### src/rtl/ustb_pkg.sv
package ustb_pkg;

    // Divider control states
    typedef enum logic {
        ST_FLUSH = 1'b0,
        ST_RUN   = 1'b1
    } ustb_state_e;

    // Register port address map
    typedef enum logic {
        ADDR_COUNT = 1'b0,
        ADDR_CFG   = 1'b1
    } ustb_addr_e;

endpackage

### src/rtl/ustb_frac_div.sv
module ustb_frac_div
    import ustb_pkg::*;
#(
    parameter int FIELD_W = 8
) (
    input  logic               clk,
    input  logic               rst,
    input  logic               restart_i,
    input  logic [FIELD_W-1:0] dvd_i,
    input  logic [FIELD_W-1:0] dvs_i,
    output logic               tick_o
);

    localparam int SUM_W = FIELD_W + 2;

    ustb_state_e      state_q, nxt_state;
    logic [SUM_W-1:0] acc_q, nxt_acc;
    logic             nxt_tick;
    logic [SUM_W-1:0] step_w, modulus_w, sum_w, rem_w;

    assign step_w    = SUM_W'(dvd_i) + SUM_W'(1);
    assign modulus_w = SUM_W'(dvs_i) + SUM_W'(1);
    assign sum_w     = acc_q + step_w;
    assign rem_w     = sum_w - modulus_w;

    // State register
    always_ff @(posedge clk) begin
        if (rst) state_q <= ST_FLUSH;
        else     state_q <= nxt_state;
    end

    // Next state, accumulator and tick decisions
    always_comb begin
        nxt_state = state_q;
        nxt_acc   = acc_q;
        nxt_tick  = 1'b0;
        if (restart_i) begin
            nxt_state = ST_FLUSH;
            nxt_acc   = '0;
        end else begin
            unique case (state_q)
                ST_FLUSH: begin
                    nxt_state = ST_RUN;
                    nxt_acc   = '0;
                end
                ST_RUN: begin
                    if (sum_w >= modulus_w) begin
                        nxt_tick = 1'b1;
                        nxt_acc  = (rem_w >= modulus_w) ? '0 : rem_w;
                    end else begin
                        nxt_acc  = sum_w;
                    end
                end
            endcase
        end
    end

    // Output registers
    always_ff @(posedge clk) begin
        if (rst) begin
            acc_q  <= '0;
            tick_o <= 1'b0;
        end else begin
            acc_q  <= nxt_acc;
            tick_o <= nxt_tick;
        end
    end

    assert_flush_quiet_R5: assert property (@(posedge clk) disable iff (rst)
        (state_q == ST_FLUSH) |=> !tick_o);

    assert_restart_clears_R5: assert property (@(posedge clk) disable iff (rst)
        restart_i |=> (acc_q == '0 && state_q == ST_FLUSH));

    assert_acc_bounded_R4: assert property (@(posedge clk) disable iff (rst)
        acc_q <= SUM_W'(dvs_i));

endmodule

### src/rtl/ustb_us_counter.sv
module ustb_us_counter #(
    parameter int CNT_W = 32
) (
    input  logic             clk,
    input  logic             rst,
    input  logic             tick_i,
    output logic [CNT_W-1:0] count_o
);

    always_ff @(posedge clk) begin
        if (rst)         count_o <= '0;
        else if (tick_i) count_o <= count_o + CNT_W'(1);
    end

    assert_count_step_R6: assert property (@(posedge clk) disable iff (rst)
        tick_i |=> (count_o == $past(count_o) + CNT_W'(1)));

    assert_count_hold_R6: assert property (@(posedge clk) disable iff (rst)
        !tick_i |=> $stable(count_o));

endmodule

### src/rtl/ustb_timebase.sv
module ustb_timebase
    import ustb_pkg::*;
#(
    parameter int FIELD_W = 8,
    parameter int CNT_W   = 32,
    parameter int DATA_W  = 32
) (
    input  logic                 clk,
    input  logic                 rst,
    input  logic                 reg_addr,
    input  logic                 reg_we,
    input  logic [2*FIELD_W-1:0] reg_wdata,
    input  logic                 reg_re,
    output logic [DATA_W-1:0]    reg_rdata,
    output logic                 us_tick
);

    localparam int CFG_W = 2 * FIELD_W;

    logic [CFG_W-1:0] cfg_q;
    logic             cfg_wr;
    logic [CNT_W-1:0] count_w;

    assign cfg_wr = reg_we && (reg_addr == ADDR_CFG);

    always_ff @(posedge clk) begin
        if (rst)         cfg_q <= '0;
        else if (cfg_wr) cfg_q <= reg_wdata;
    end

    ustb_frac_div #(.FIELD_W(FIELD_W)) u_div (
        .clk       (clk),
        .rst       (rst),
        .restart_i (cfg_wr),
        .dvd_i     (cfg_q[CFG_W-1:FIELD_W]),
        .dvs_i     (cfg_q[FIELD_W-1:0]),
        .tick_o    (us_tick)
    );

    ustb_us_counter #(.CNT_W(CNT_W)) u_cnt (
        .clk     (clk),
        .rst     (rst),
        .tick_i  (us_tick),
        .count_o (count_w)
    );

    // Whole-word read capture in a single edge
    always_ff @(posedge clk) begin
        if (rst) begin
            reg_rdata <= '0;
        end else if (reg_re) begin
            if (reg_addr == ADDR_COUNT) reg_rdata <= DATA_W'(count_w);
            else                        reg_rdata <= DATA_W'(cfg_q);
        end
    end

    assert_read_coherent_R7: assert property (@(posedge clk) disable iff (rst)
        (reg_re && reg_addr == ADDR_COUNT) |=> (reg_rdata == DATA_W'($past(count_w))));

    assert_rdata_hold_R8: assert property (@(posedge clk) disable iff (rst)
        !reg_re |=> $stable(reg_rdata));

    assert_ignored_write_R9: assert property (@(posedge clk) disable iff (rst)
        (reg_we && reg_addr == ADDR_COUNT) |=> $stable(cfg_q));

endmodule

### config.mk
export PLATFORM = sky130hd
export DESIGN_NAME = ustb_timebase
export DESIGN_NICKNAME = d
export VERILOG_FILES = /design/src/rtl/ustb_pkg.sv /design/src/rtl/ustb_frac_div.sv /design/src/rtl/ustb_us_counter.sv /design/src/rtl/ustb_timebase.sv
export SDC_FILE = /design/constraint.sdc
export NUM_CORES = 1
export LEC_CHECK = 0
export BUFFER_PORTS_ARGS = -buffer_cell sky130_fd_sc_hd__buf_2
export CAP_MARGIN = 40
export CORE_ASPECT_RATIO = 1.25
export CORE_MARGIN = 2
export CORE_UTILIZATION = 55
export CTS_BUF_LIST = sky130_fd_sc_hd__clkbuf_8
export CTS_CLUSTER_SIZE = 25
export DETAILED_ROUTE_END_ITERATION = 6
export PLACE_DENSITY = 0.87
export SYNTH_ARGS = -nofsm -noshare
export SYNTH_HDL_FRONTEND = slang
export SYNTH_SLANG_ARGS = --single-unit
### constraint.sdc
create_clock -name clk -period 12.4 [get_ports clk]
set_clock_uncertainty 0.2 [all_clocks]
set_input_delay 1.24 -clock clk [delete_from_list [all_inputs] [get_ports clk]]
set_output_delay 1.24 -clock clk [all_outputs]
set_load 0.01 [all_outputs]
==> run_results.csv <==
group,metric,value,unit
clock_network,cts.clk_slew.worst_paths,90,ps
worst_setup_path,crit_path_max_fanout,6,
power,internal_power,0.000504,W
power,p_per_area,127,nW/um2
clock_network,cts-resized-gates,0,
worst_setup_path,crit_type,"reg -> reg",
detailed_routing,drcViolationCount,0,
finish,final_nets,670,
clock_network,htreeDepth,3,
timing,drv_slew,0,
yosys,ys.flop_type,"dfxtp_1",
grt,gr-usage-all-layers,24.7,%
clock_network,cts_tree,"yes",
yosys,syn-instance-count,576,
timing,hold_violations,0,
grt,antenna_found_initial,0,
timing,fin_crit,4950,ps
yosys,synth_edf_count,0,
clock_network,clkLatencyLatePin,380,ps
die,num_rows,38,
yosys,synth_compound_area_share,15.0,%
worst_setup_path,crit_required,12510,ps
power,power_frac_comb,19.8,%
yosys,syn_area,4920,um2
detailed_routing,antenna_left,0,
power,swShare,27.8,%
power,power_frac_clock,35.7,%
finish,fin_util,63.3,%
yosys,synth_fp_nets,631,
die,die_w,88.6,um
timing,tightest_slew,793,ps
finish,instances_no_fill,740,
worst_setup_path,critPathTopFamily,"compound AO/OA/AOI/OAI gates",
yosys,synth_top_family_by_area,"simple AND/OR/NAND/NOR gates",
grt,grt_pass1_vias,4074,
placement,place_ws,7610,ps
clock_network,clock_sinks,92,
detailed_routing,wl,11400,um
detailed_routing,dr.pass1.iters,7,
worst_setup_path,critPathLaunchType,"flop",
die,fp.dieH,110,um
worst_setup_path,path_cells,"inv_1 > ha_1 > fa_1 > a21o_2 > a21oi_1 > o21ai_0 > o41ai_1 > xnor2_1 > ha_1 > nand2_1 > and3b_1 > mux2i_1 > nand2_1 > nor2_1 > ha_1 > o21ai_0 > a21oi_1 > a211oi_2 > or3b_1 > a21oi_1",
die,initial_utilization,56.5,%
placement,place.gp.congestion,0.871,
clock_network,numCtsBuffers,9,
yosys,synth_cell_types,55,
min_path,hold_path_class,"reg -> reg",
power,seq_power_share,44.5,%
finish,fill_cells,705,
yosys,syn_area_per_cell,8.53,um2
status,status,"completed",
power,power_leakage,2.28,nW
clock_network,post-cts-setup-buffers,0,
yosys,muxShareOfSynthArea,3.67,%
timing,setup_viol,0,
timing,fin_tns_setup,0,ps
timing,fmax,202,MHz
timing,rsz0062_at_grt,"no",
yosys,synthArstFlopShare,0,%
worst_setup_path,slowest_stage,"fa_1",
detailed_routing,post_drt_wl_per_cell,15.5,um
yosys,synth-simple-area-share,22.4,%
timing,max_slew_margin,47.1,%
detailed_routing,drt_iter0_markers,279,
power,power_switching,0.000194,W
finish,antenna_cells,0,
placement,hpwl,8080,um
worst_setup_path,slowest_delay,430,ps
grt,grt_max_degree,82,
power,peakVddDrop,86.9,uV
yosys,seq_area_frac_synth,37.5,%
yosys,synthAdderAreaFrac,8.96,%
clock_network,clock_path_buffers,2,
finish,drive_above_1_share,12.9,%
worst_setup_path,end_kind,"flop",
grt,grt_overflow_total,0,
timing,post-route-period-util,39.9,%
die,design.portCount,54,
clock_network,hold_buffers,0,
yosys,synthXorXnorAreaFrac,9.62,%
clock_network,cts_root_buffer,"clkbuf_8",
yosys,yosysWarnings,0,
detailed_routing,num_vias,4268,
grt,grt_first_pass_wirelength,18700,um
job,maxCapViolations,0,
finish,area_growth_syn_to_layout,12.1,%
die,core,8700,um2
power,finalPower,0.000697,W
yosys,synth_seq_cells,92,
die,die_area,9720,um2
detailed_routing,post_drt_via_cell_ratio,5.77,
worst_setup_path,arrival,5060,ps
worst_setup_path,path_buf_inv,1,
timing,fin_ws,7450,ps
placement,io_buffer_count,53,
placement,dp_cells,724,
power by group through the flow:
| stage | combinational [W] | clock, W | sequential, W |
|---|---|---|---|
| after global routing | 0.000152 | 0.000261 | 0.000311 |
| after floorplan | 0.000100 | 0 | 0.000316 |
| after detailed placement | 0.000131 | 0 | 0.000317 |
| after global placement | 0.000124 | 0 | 0.000317 |
| after CTS | 0.000135 | 0.000251 | 0.000310 |
| final | 0.000138 | 0.000249 | 0.000310 |
metrics by stage:
step	area (um2)	hold WS [ps]
after CTS	5510	269
final	5510	267
after detailed placement	5260	255
after floorplan	4920	267
after global placement	5230	254
after global routing	5510	286
worst min-delay path, stage by stage, from the launching register on:
cell      delay, ps
dfxtp_1         310
nand2b_1         60
a21oi_1          50
cell type report:
class	instances	area, um2	area share, %
multi-input cells	448	2930	53.2
flip-flops and latches	92	1840	33.4
well taps	120	150	2.73
repair buffers	55	300	5.45
clock buffers	11	151	2.75
inverters	9	33.8	0.613
clock inverters	5	98.8	1.79
routing by layer:
layer	global-route usage, %	part of all wire [%]
met4	10.8	3.3
met1	27.8	40
met5	0	0
met2	43.9	52
met3	5.78	4.7
synth_stat cells, types with 2 or more instances:
cell	count	share of area, %
nand2_1	74	5.7
a211oi_1	18	2.7
nand4_1	11	1.4
ha_1	32	8.1
o2111ai_1	2	0.36
a21o_1	8	1.2
or3_1	3	0.38
o22ai_1	5	0.64
xnor2_1	20	3.6
or2_2	2	0.25
nand2b_1	16	2.0
clkbuf_1	25	1.9
inv_1	9	0.69
nand3b_1	16	2.4
a31oi_1	3	0.38
fa_1	2	0.81
xor2_1	34	6.1
nand3_1	21	2.1
nor3_1	6	0.61
and3_1	11	1.4
nor2_1	57	4.4
and2_1	4	0.51
mux2i_1	18	3.7
a21oi_1	48	4.9
o21ai_0	9	0.92
dfxtp_1	92	37
o21a_1	2	0.31
path summary, 6_finish.rpt:
| path | depth (start not counted) | start | slack [ps] | end |
|---|---|---|---|---|
| max | 20 | cfg_q[8]$_SDFFE_PP0P_ | 7450 | u_div.acc_q[8]$_SDFF_PP0_ |
| min | 2 | reg_rdata[29]$_SDFFE_PP0P_ | 270 | reg_rdata[29]$_SDFFE_PP0P_ |
| max reg2reg | 20 | cfg_q[8]$_SDFFE_PP0P_ | 7450 | u_div.acc_q[8]$_SDFF_PP0_ |
| min reg2reg | 2 | reg_rdata[29]$_SDFFE_PP0P_ | 270 | reg_rdata[29]$_SDFFE_PP0P_ |
layout by cell type (no fill, tap or decap), types with 2 or more instances in the layout:
master and n:
and3_1 11, or2_2 2, nand3_1 21, a211oi_1 18, dfxtp_1 92, nand2b_1 16, a31oi_1 3, o2111ai_1 2
xnor2_1 20, fa_1 2, clkbuf_8 11, nor3_1 6, o22ai_1 5, buf_2 53, a21oi_1 48, mux2i_1 18
inv_1 10, xor2_1 34, or3_1 3, a21o_1 8, bufinv_16 3, nor2_1 57, and2_1 4, ha_1 32
o21a_1 2, nand4_1 11, nand2_1 74, nand3b_1 16, o21ai_0 9
state kept, by name, summed over array words and instances, names as in the netlist:
name and flops:
reg_rdata 32, u_cnt.count_o 32, cfg_q 16, u_div.acc_q 10, u_div.state_q 1, u_div.tick_o 1
kinds of logic after synthesis:
kind of cell | Yosys count
multiplexers | 18
XOR/XNOR | 54
flip-flops | 92
AND/OR/NAND/NOR | 228
other | 1
adder cells (fa/ha/maj) | 34
AO/OA/AOI/OAI | 113
buffers and inverters | 36
No activity file was read; power rests on OpenSTA's default activity.
